**src/rtl/rtc_irq_pkg.sv**
```systemverilog
package rtc_irq_pkg;
  localparam int ADDR_W = 4;
  localparam int DATA_W = 8;
  localparam logic [ADDR_W-1:0] A_CTRL = 4'h1;
  localparam logic [ADDR_W-1:0] A_TSET = 4'hE;
  localparam logic [ADDR_W-1:0] A_TCNT = 4'hF;
  localparam int TSET_RUN_BIT = 7;

  // packed: periodic is bit 4, timer_en is bit 0
  typedef struct packed {
    logic periodic;
    logic alarm_flag;
    logic timer_flag;
    logic alarm_en;
    logic timer_en;
  } ctrl_t;
endpackage

```
**src/rtl/rtc_tick_sel.sv**
```systemverilog
module rtc_tick_sel #(
  parameter int N_SRC = 4,
  localparam int SEL_W = (N_SRC > 1) ? $clog2(N_SRC) : 1
) (
  input  logic [N_SRC-1:0] src_tick,
  input  logic [SEL_W-1:0] sel,
  input  logic             run,
  output logic             tick
);
  logic [N_SRC-1:0] hit;

  for (genvar i = 0; i < N_SRC; i++) begin : g_src
    assign hit[i] = src_tick[i] && (sel == SEL_W'(i));
  end

  assign tick = run && (|hit);
endmodule

```
**src/rtl/rtc_down_timer.sv**
```systemverilog
module rtc_down_timer #(
  parameter int CNT_W = 8
) (
  input  logic             clk,
  input  logic             rst_n,
  input  logic             tick,
  input  logic             load,
  input  logic [CNT_W-1:0] load_val,
  output logic [CNT_W-1:0] cnt,
  output logic             expire
);
  localparam logic [CNT_W-1:0] ONE = CNT_W'(1);

  logic [CNT_W-1:0] reload_q;

  assign expire = tick && !load && (cnt == ONE);

  always_ff @(posedge clk or negedge rst_n) begin
    if (!rst_n) begin
      cnt      <= '0;
      reload_q <= '0;
    end else if (load) begin
      cnt      <= load_val;
      reload_q <= load_val;
    end else if (tick) begin
      if (cnt == ONE)      cnt <= reload_q;
      else if (cnt != '0)  cnt <= cnt - ONE;
    end
  end
endmodule

```
**src/rtl/rtc_irq_flags.sv**
```systemverilog
module rtc_irq_flags
  import rtc_irq_pkg::*;
(
  input  logic  clk,
  input  logic  rst_n,
  input  logic  ctrl_we,
  input  ctrl_t ctrl_wr,
  input  logic  expire,
  input  logic  alarm_hit,
  input  logic  tick,
  output ctrl_t ctrl_q,
  output logic  irq_n
);
  ctrl_t ctrl_d;
  logic  pulse_q, pulse_d;

  always_comb begin
    ctrl_d = ctrl_q;
    if (ctrl_we) begin
      ctrl_d.periodic   = ctrl_wr.periodic;
      ctrl_d.alarm_en   = ctrl_wr.alarm_en;
      ctrl_d.timer_en   = ctrl_wr.timer_en;
      ctrl_d.alarm_flag = ctrl_q.alarm_flag & ctrl_wr.alarm_flag;
      ctrl_d.timer_flag = ctrl_q.timer_flag & ctrl_wr.timer_flag;
    end
    if (expire)    ctrl_d.timer_flag = 1'b1;
    if (alarm_hit) ctrl_d.alarm_flag = 1'b1;
  end

  always_comb begin
    if (!ctrl_d.periodic) pulse_d = 1'b0;
    else if (expire)      pulse_d = 1'b1;
    else if (tick)        pulse_d = 1'b0;
    else                  pulse_d = pulse_q;
  end

  always_ff @(posedge clk or negedge rst_n) begin
    if (!rst_n) begin
      ctrl_q  <= '0;
      pulse_q <= 1'b0;
    end else begin
      ctrl_q  <= ctrl_d;
      pulse_q <= pulse_d;
    end
  end

  logic alarm_req, timer_req;
  assign alarm_req = ctrl_q.alarm_flag & ctrl_q.alarm_en;
  assign timer_req = ctrl_q.timer_en &
                     (ctrl_q.periodic ? pulse_q : ctrl_q.timer_flag);
  assign irq_n = !(alarm_req | timer_req);
endmodule

```
**src/rtl/rtc_irq_ctrl.sv**
```systemverilog
module rtc_irq_ctrl
  import rtc_irq_pkg::*;
#(
  parameter int N_SRC = 4,
  parameter int CNT_W = 8,
  localparam int SEL_W = (N_SRC > 1) ? $clog2(N_SRC) : 1
) (
  input  logic              clk,
  input  logic              rst_n,
  input  logic              wr_en,
  input  logic [ADDR_W-1:0] reg_addr,
  input  logic [DATA_W-1:0] wr_data,
  output logic [DATA_W-1:0] rd_data,
  input  logic [N_SRC-1:0]  src_tick,
  input  logic              alarm_hit,
  output logic              irq_n
);
  logic             ctrl_we, tset_we, cnt_we;
  logic             run_q;
  logic [SEL_W-1:0] sel_q;
  logic             tick_w, expire_w;
  logic [CNT_W-1:0] cnt_q;
  ctrl_t            ctrl_q;

  assign ctrl_we = wr_en && (reg_addr == A_CTRL);
  assign tset_we = wr_en && (reg_addr == A_TSET);
  assign cnt_we  = wr_en && (reg_addr == A_TCNT);

  always_ff @(posedge clk or negedge rst_n) begin
    if (!rst_n) begin
      run_q <= 1'b0;
      sel_q <= '0;
    end else if (tset_we) begin
      run_q <= wr_data[TSET_RUN_BIT];
      sel_q <= wr_data[SEL_W-1:0];
    end
  end

  rtc_tick_sel #(.N_SRC(N_SRC)) u_sel (
    .src_tick (src_tick),
    .sel      (sel_q),
    .run      (run_q),
    .tick     (tick_w)
  );

  rtc_down_timer #(.CNT_W(CNT_W)) u_tmr (
    .clk      (clk),
    .rst_n    (rst_n),
    .tick     (tick_w),
    .load     (cnt_we),
    .load_val (wr_data[CNT_W-1:0]),
    .cnt      (cnt_q),
    .expire   (expire_w)
  );

  rtc_irq_flags u_flg (
    .clk       (clk),
    .rst_n     (rst_n),
    .ctrl_we   (ctrl_we),
    .ctrl_wr   (ctrl_t'(wr_data[$bits(ctrl_t)-1:0])),
    .expire    (expire_w),
    .alarm_hit (alarm_hit),
    .tick      (tick_w),
    .ctrl_q    (ctrl_q),
    .irq_n     (irq_n)
  );

  always_comb begin
    rd_data = '0;
    case (reg_addr)
      A_CTRL: rd_data[$bits(ctrl_t)-1:0] = ctrl_q;
      A_TSET: begin
        rd_data[TSET_RUN_BIT] = run_q;
        rd_data[SEL_W-1:0]    = sel_q;
      end
      A_TCNT: rd_data[CNT_W-1:0] = cnt_q;
      default: rd_data = '0;
    endcase
  end
endmodule

```
**config.mk**
```make
export PLATFORM = sky130hd
export DESIGN_NAME = rtc_irq_ctrl
export DESIGN_NICKNAME = d
export VERILOG_FILES = /design/src/rtl/rtc_irq_pkg.sv /design/src/rtl/rtc_tick_sel.sv /design/src/rtl/rtc_down_timer.sv /design/src/rtl/rtc_irq_flags.sv /design/src/rtl/rtc_irq_ctrl.sv
export SDC_FILE = /design/constraint.sdc
export NUM_CORES = 1
export LEC_CHECK = 0
export ABC_AREA = 1
export BUFFER_PORTS_ARGS = -buffer_cell sky130_fd_sc_hd__buf_2
export CORE_ASPECT_RATIO = 1.1
export CORE_MARGIN = 2
export CORE_UTILIZATION = 50
export CTS_CLUSTER_DIAMETER = 50
export DETAILED_ROUTE_END_ITERATION = 10
export HOLD_SLACK_MARGIN = 0.08
export PLACE_DENSITY = 0.75
export SLEW_MARGIN = 40
export SYNTH_ARGS = -nofsm -noshare
export SYNTH_HDL_FRONTEND = slang
export SYNTH_HIERARCHICAL = 1
export SYNTH_SLANG_ARGS = --single-unit
```
**constraint.sdc**
```tcl
create_clock -name clk -period 1.5 [get_ports clk]
set_clock_uncertainty 0.15 [all_clocks]
set_input_delay 0.15 -clock clk [delete_from_list [all_inputs] [get_ports clk]]
set_output_delay 0.15 -clock clk [all_outputs]
set_load 0.01 [all_outputs]
```
==> results of run 1 <==
-- repair_timing --
action | CTS | global route
endpoints found under the hold margin | 47 | 0
cloned | 1 | 1
hold buffers | 14 | 0
pin swaps | 8 | 5
resized for setup | 17 | 9
setup endpoints to repair | 10 | 15
setup buffers | 2 | 3
-- area by class of cell --
class                           count  area [sq um]
Fill cell                         249           908
Tap cell                           36          45.0
Clock buffer                        3          22.5
Clock inverter                      1          5.00
Multi-Input combinational cell    181           995
Timing Repair Buffer               71           539
Inverter                           36           135
Sequential cell                    25           626
-- metrics by stage --
step | cells | hold WS [ps] | cell area, sq um | setup TNS [ps] | worst slack, ps
floorplan | 243 | -296 | 1690 | 0 | 0.912
global placement | 329 | 29.6 | 2050 | -304 | -55.9
detailed placement | 329 | 28.9 | 2050 | -365 | -82.9
CTS | 350 | 109 | 2310 | -517 | -90.2
global route | 353 | 187 | 2370 | -2250 | -229
finish | 353 | 159 | 2370 | -1180 | -144
-- flip-flops by register name, summed over array words and instances (netlist names) --
| name | flops |
|---|---|
| u_tmr/cnt | 8 |
| u_flg/pulse_q | 1 |
| u_flg/ctrl_q | 5 |
| sel_q | 2 |
| run_q | 1 |
| u_tmr/reload_q | 8 |
-- power by group --
| group | internal [mW] | total (mW) | switching, mW |
|---|---|---|---|
| clock network | 0.0998 | 0.316 | 0.216 |
| logic | 0.752 | 1.70 | 0.952 |
| registers | 0.854 | 1.00 | 0.145 |
-- routing by layer --
layer	up-vias	global-route usage, %
met5	-	0
li1	908	-
met3	12	3.19
met2	77	42.6
met1	856	32.7
met4	0	7.95
-- final timing paths --
path,depth (start not counted),startpoint,slack (ps),endpoint
max,11,u_tmr/cnt[1],-140,u_tmr/cnt[6]
max in group asynchronous,2,rst_n,620,u_tmr/cnt[6]
min reg2reg,2,u_tmr/reload_q[3],350,u_tmr/reload_q[3]
max reg2reg,11,u_tmr/cnt[1],-140,u_tmr/cnt[6]
min,6,reg_addr[0],160,sel_q[0]
min in group asynchronous,2,rst_n,180,u_tmr/reload_q[1]
-- cell families (layout without fill, tap and decap cells) --
kind of cell	Yosys count	in the layout	synth area share, %
flip-flops	25	25	37.1
buffers and inverters	39	111	8.83
AO/OA/AOI/OAI	23	23	7.42
adder cells (fa/ha/maj)	3	3	2.23
AND/OR/NAND/NOR	153	155	44.4
-- synth_stat cells --
library cell and number:
nand3_1 32, ha_1 3, inv_1 28, buf_2 2, clkbuf_1 1, nor2_2 3
nand2_2 4, nand2_1 78, o21ai_1 3, o21ai_0 11, a21oi_1 5, inv_2 8
nand2_4 4, nor2_8 2, o211ai_1 2, dfrtp_1 25, a21boi_1 2, nand2_8 2
nand3_2 1, nor2_1 25, nor2_4 2
-- worst max-delay path, stage by stage (launching register included) --
cell and delay, ps:
dfrtp_1 430, inv_2 80, ha_2 180, inv_2 50
nor2_4 180, nand2_4 110, nand2_4 90, nand2_1 60
nand2_1 60, nand2_1 50, nand2_1 50, nand2_1 40
==> results.tsv, run 1 <==
stage	metric	value	unit
status	status	finished with violations	
status	violations	setup timing	
clock_network	cts_buffers	3	
sta	min_period	1640	ps
pwr	leakage	1.31	nW
global_route	globalRouteOverflowTotal	0	
clock_network	cts_tree	done	
routing	highest-signal-layer	met4	
logic_synthesis	synth_cell_types	21	
global_route	grtUsageTotal	25.2	%
setup_path	required	1570	ps
logic_synthesis	avgSynthCellArea	6.94	sq um
floorplan	num_io_pins	29	
routing	first_pass_iters	4	
setup_path	crit_path_end_kind	flop	
sta	min_period_over_period	110	%
floorplan	rows	22	
clock_network	clock_path_buffers	2	
sta	max_freq	608	MHz
logic_synthesis	syn-cell-area	1690	sq um
sta	setup_viol	13	
routing	routed-wl-met3	262	um
routing	ant_nets	0	
floorplan	die_area	3850	sq um
floorplan	core_area	3280	sq um
sta	max_slew_margin	61.2	%
clock_network	insertion_delay	330	ps
pwr	pwr_density_cell	1280	nW/um^2
final_layout	diodes	0	
setup_path	critPathKind	reg -> reg	
sta	tightest_slew	582	ps
logic_synthesis	yosysWarnings	6	
logic_synthesis	ys_ff_latch	25	
clock_network	htreeDepth	1	
logic_synthesis	yosys.area.top_type_share	37.1	%
global_route	grt_pass1_wl	7.51	mm
final_layout	final_cell_mix	75 x nand2_1, 31 x nand3_1, 27 x buf_2	
floorplan	die_w	59.4	um
routing	wl_met1	2.03	mm
sta	final-hold-violation-count	0	
final_layout	fin_util	72.3	%
logic_synthesis	synth_fp_nets	266	
routing	dr_wl_met2	2.30	mm
worst_hold_path	min_path_type	in -> reg	
global_route	grt_max_degree	26	
routing	drc	0	
routing	wl_per_cell	13.3	um
setup_path	cp-start-kind	flop	
setup_path	cp_max_fo	5	
logic_synthesis	yosysSeqAreaShare	37.1	%
global_route	antenna_found_initial	0	
final_layout	nNetsFinal	341	
floorplan	die_h	64.9	um
sta	grt_setup_unrepaired	yes	
routing	vias	1853	
sta	drv_slew	0	
final_layout	final_common_cell	nand2_1	
logic_synthesis	syn_inst	243	
placed_design	port_buffers	28	
logic_synthesis	synthTopCellsByArea	dfrtp_1 37%, nand2_1 17%, nand3_1 9.5%	
final_layout	layout-drive-gt1-share	33.1	%
logic_synthesis	synth_largest_area_cell	dfrtp_1	
global_route	first_global_vias	1744	
placed_design	place.gp.congestion	0.980	
pwr	total_power	3.02	mW
clock_network	clkTransAtPathRegs	160	ps
clock_network	cts-root-buf	clkbuf_4	
setup_path	worst_ep_arrival_time	1720	ps
clock_network	cts_sinks	25	
routing	first_iter_violations	116	
routing	wl	4.68	mm
floorplan	initial_core_util	51.5	%
routing	avgViaCountPerCell	5.25	
pwr	worst_ir_drop_vdd	0.000725	V
placed_design	hpwl	3.13	mm
final_layout	syn_to_final_growth	40.5	%
flow_run	maxCapViolations	0	
sta	fin_ws	-144	ps
Power figures use the tool's default switching activity.
==> run 2, diff against run 1 <==
--- a/config.mk
+++ b/config.mk
@@ -13,8 +13,9 @@
 export CTS_CLUSTER_DIAMETER = 50
 export DETAILED_ROUTE_END_ITERATION = 10
 export HOLD_SLACK_MARGIN = 0.08
+export MAX_ROUTING_LAYER = met4
 export PLACE_DENSITY = 0.75
-export SLEW_MARGIN = 40
+export RECOVER_POWER = 100
 export SYNTH_ARGS = -nofsm -noshare
 export SYNTH_HDL_FRONTEND = slang
 export SYNTH_HIERARCHICAL = 1
==> run 2 against run 1 <==
Net effect:
- the flow still finishes with violations (setup timing)
- sequential share of layout area fell by 0.62 points
- critical path depth fell by 2
- first-iteration DRC count fell by 6.0%
- global-route usage rose by 0.11 points
- critical path type unchanged
- register-to-register slack got worse by 40 ps
- largest cell class unchanged
==> results.tsv, run 2 (synthesized netlist as in run 1, its figures left out) <==
stage	metric	value	unit	change
floorplan	die_h	64.9	um	unchanged
pwr	pwr-share-comb	58.6	%	+2.2 points
floorplan	die_area	3850	sq um	unchanged
routing	wl_per_cell	14.6	um	+10%
worst_hold_path	min_path_type	in -> reg		
clock_network	cts_buffers	3		unchanged
sta	final-hold-violation-count	0		unchanged
final_layout	top_regs	u_tmr/cnt x8, u_tmr/reload_q x8, u_flg/ctrl_q x5		
routing	vias	1901		+2.6%
clock_network	cts_sinks	25		unchanged
final_layout	layout-drive-gt1-share	35.8	%	+2.7 points
sta	min_period_over_period	112	%	+2.5 points
routing	ant_nets	0		unchanged
global_route	first_global_vias	1699		-2.6%
setup_path	cp_max_fo	5		unchanged
sta	fin_ws	-181	ps	-36.9 ps
final_layout	final_common_cell	nand2_1		
pwr	switching_share	44.9	%	+1.4 points
clock_network	htreeDepth	1		unchanged
pwr	seq_power_share	31.3	%	-1.8 points
routing	first_pass_iters	5		+1
sta	drv_slew	0		unchanged
routing	avgViaCountPerCell	5.37		+2.3%
routing	drc	0		unchanged
clock_network	cts-root-buf	clkbuf_4		
floorplan	die_w	59.4	um	unchanged
clock_network	clock_path_buffers	2		unchanged
pwr	power_switching	1.45	mW	+11%
routing	wl	5.17	mm	+10%
sta	max_freq	595	MHz	-2.2%
floorplan	num_io_pins	29		unchanged
placed_design	place_ws	-64.8	ps	+18.1 ps
placed_design	hpwl	3.02	mm	-3.4%
pwr	leakage	1.32	nW	+0.42%
floorplan	initial_core_util	51.5	%	unchanged
clock_network	clkTransAtPathRegs	150	ps	about the same
final_layout	nNetsFinal	342		+0.29%
status	violations	setup timing		
placed_design	port_buffers	28		unchanged
sta	finalSetupTns	-896	ps	+287 ps
global_route	grtUsageTotal	25.3	%	+0.11 points
setup_path	cp-start-kind	flop		
sta	grt_setup_unrepaired	yes		
placed_design	place.gp.congestion	0.919		-6.2%
pwr	pwr_density_cell	1330	nW/um^2	+4.3%
sta	setup_viol	9		-4
sta	max_slew_margin	57.2	%	-4.0 points
pwr	clock_power_share	10.1	%	-0.4 points
final_layout	final_cell_mix	70 x nand2_1, 26 x inv_1, 26 x nand3_1		
clock_network	insertion_delay	330	ps	about the same
floorplan	rows	22		unchanged
setup_path	critPathKind	reg -> reg		
global_route	antenna_found_initial	0		unchanged
setup_path	worst_ep_arrival_time	1780	ps	+60 ps
global_route	grt_max_degree	26		unchanged
flow_run	maxCapViolations	0		unchanged
clock_network	cts_tree	done		
global_route	globalRouteOverflowTotal	0		unchanged
global_route	grt_pass1_wl	7.29	mm	-3.0%
final_layout	diodes	0		unchanged
final_layout	syn_to_final_growth	44.4	%	
sta	min_period	1680	ps	+36.9 ps
setup_path	crit_path_end_kind	flop		
status	status	finished with violations		
pwr	worst_ir_drop_vdd	0.000879	V	+21%
final_layout	fin_util	74.3	%	+2.0 points
sta	tightest_slew	642	ps	+60.3 ps
routing	first_iter_violations	109		-6.0%
setup_path	required	1600	ps	+30 ps
pwr	p_int	1.78	mW	+4.6%
floorplan	core_area	3280	sq um	unchanged
-- run 2: cell count changes in the layout (fill, tap and decap cells not counted), sizes merged --
cell         delta
buf             -7
clkinvlp        +1
clkinv          -1
clkbuf          +9
dlygate4sd3     -1
-- run 2: cell type report --
type	count	area [sq um]
timing repair buffer	72	536
sequential	25	628
multi-input combinational	181	1060
clock inverter	1	7.51
tap	36	45.0
clock buffer	3	22.5
fill	241	842
inverter	36	138
-- run 2: timing repair --
item,CTS,global route
endpoints found under the hold margin,47,0
setup buffers,2,4
endpoints found under the setup margin,12,16
cloned,1,1
pin swaps,10,15
resized for setup,16,36
hold buffers,13,0
-- run 2: metrics by stage --
stage	power [mW]	hold WS (ps)	instance area, sq um	std cells
final	3.24	181	2430	354
after global routing	3.44	211	2430	354
after detailed placement	2.37	37.9	2050	329
after floorplan	1.86	-296	1690	243
after global placement	2.34	32.3	2050	329
after CTS	2.87	96.8	2280	349
-- run 2: worst max-delay path: stages (launching register included) --
cell and delay [ps]:
dfrtp_1 430, inv_2 90, ha_4 160, inv_4 40, nor2_4 160, nand2_4 120
buf_4 150, nand3_1 60, nand2_1 60, a21oi_1 170
-- run 2: power by group through the flow --
stage,Sequential (mW),Combinational [mW],Clock [mW]
global placement,0.988,1.35,0
global route,1.04,2.04,0.362
CTS,0.984,1.55,0.333
detailed placement,0.996,1.38,0
floorplan,1.01,0.857,0
finish,1.01,1.90,0.326
-- run 2: worst paths after layout --
check / depth (start not counted) / endpoint / slack [ps] / from
worst min register to register: 2 / u_tmr/reload_q[3] / 340 / u_tmr/reload_q[3]
worst min-delay path: 6 / sel_q[1] / 180 / reg_addr[0]
worst max-delay path: 9 / u_tmr/cnt[7] / -180 / u_tmr/cnt[1]
max in group asynchronous: 2 / u_tmr/cnt[0] / 550 / rst_n
min in group asynchronous: 2 / run_q / 210 / rst_n
worst max register to register: 9 / u_tmr/cnt[7] / -180 / u_tmr/cnt[1]
-- run 2: layer usage --
| layer | wire (um) | up-vias | global-route usage [%] |
|---|---|---|---|
| li1 | - | 911 | - |
| met1 | 2140 | 874 | 33.2 |
| met2 | 2540 | 100 | 39.0 |
| met3 | 339 | 16 | 2.99 |
| met4 | 142 | 0 | 10.8 |
| met5 | 0 | - | - |
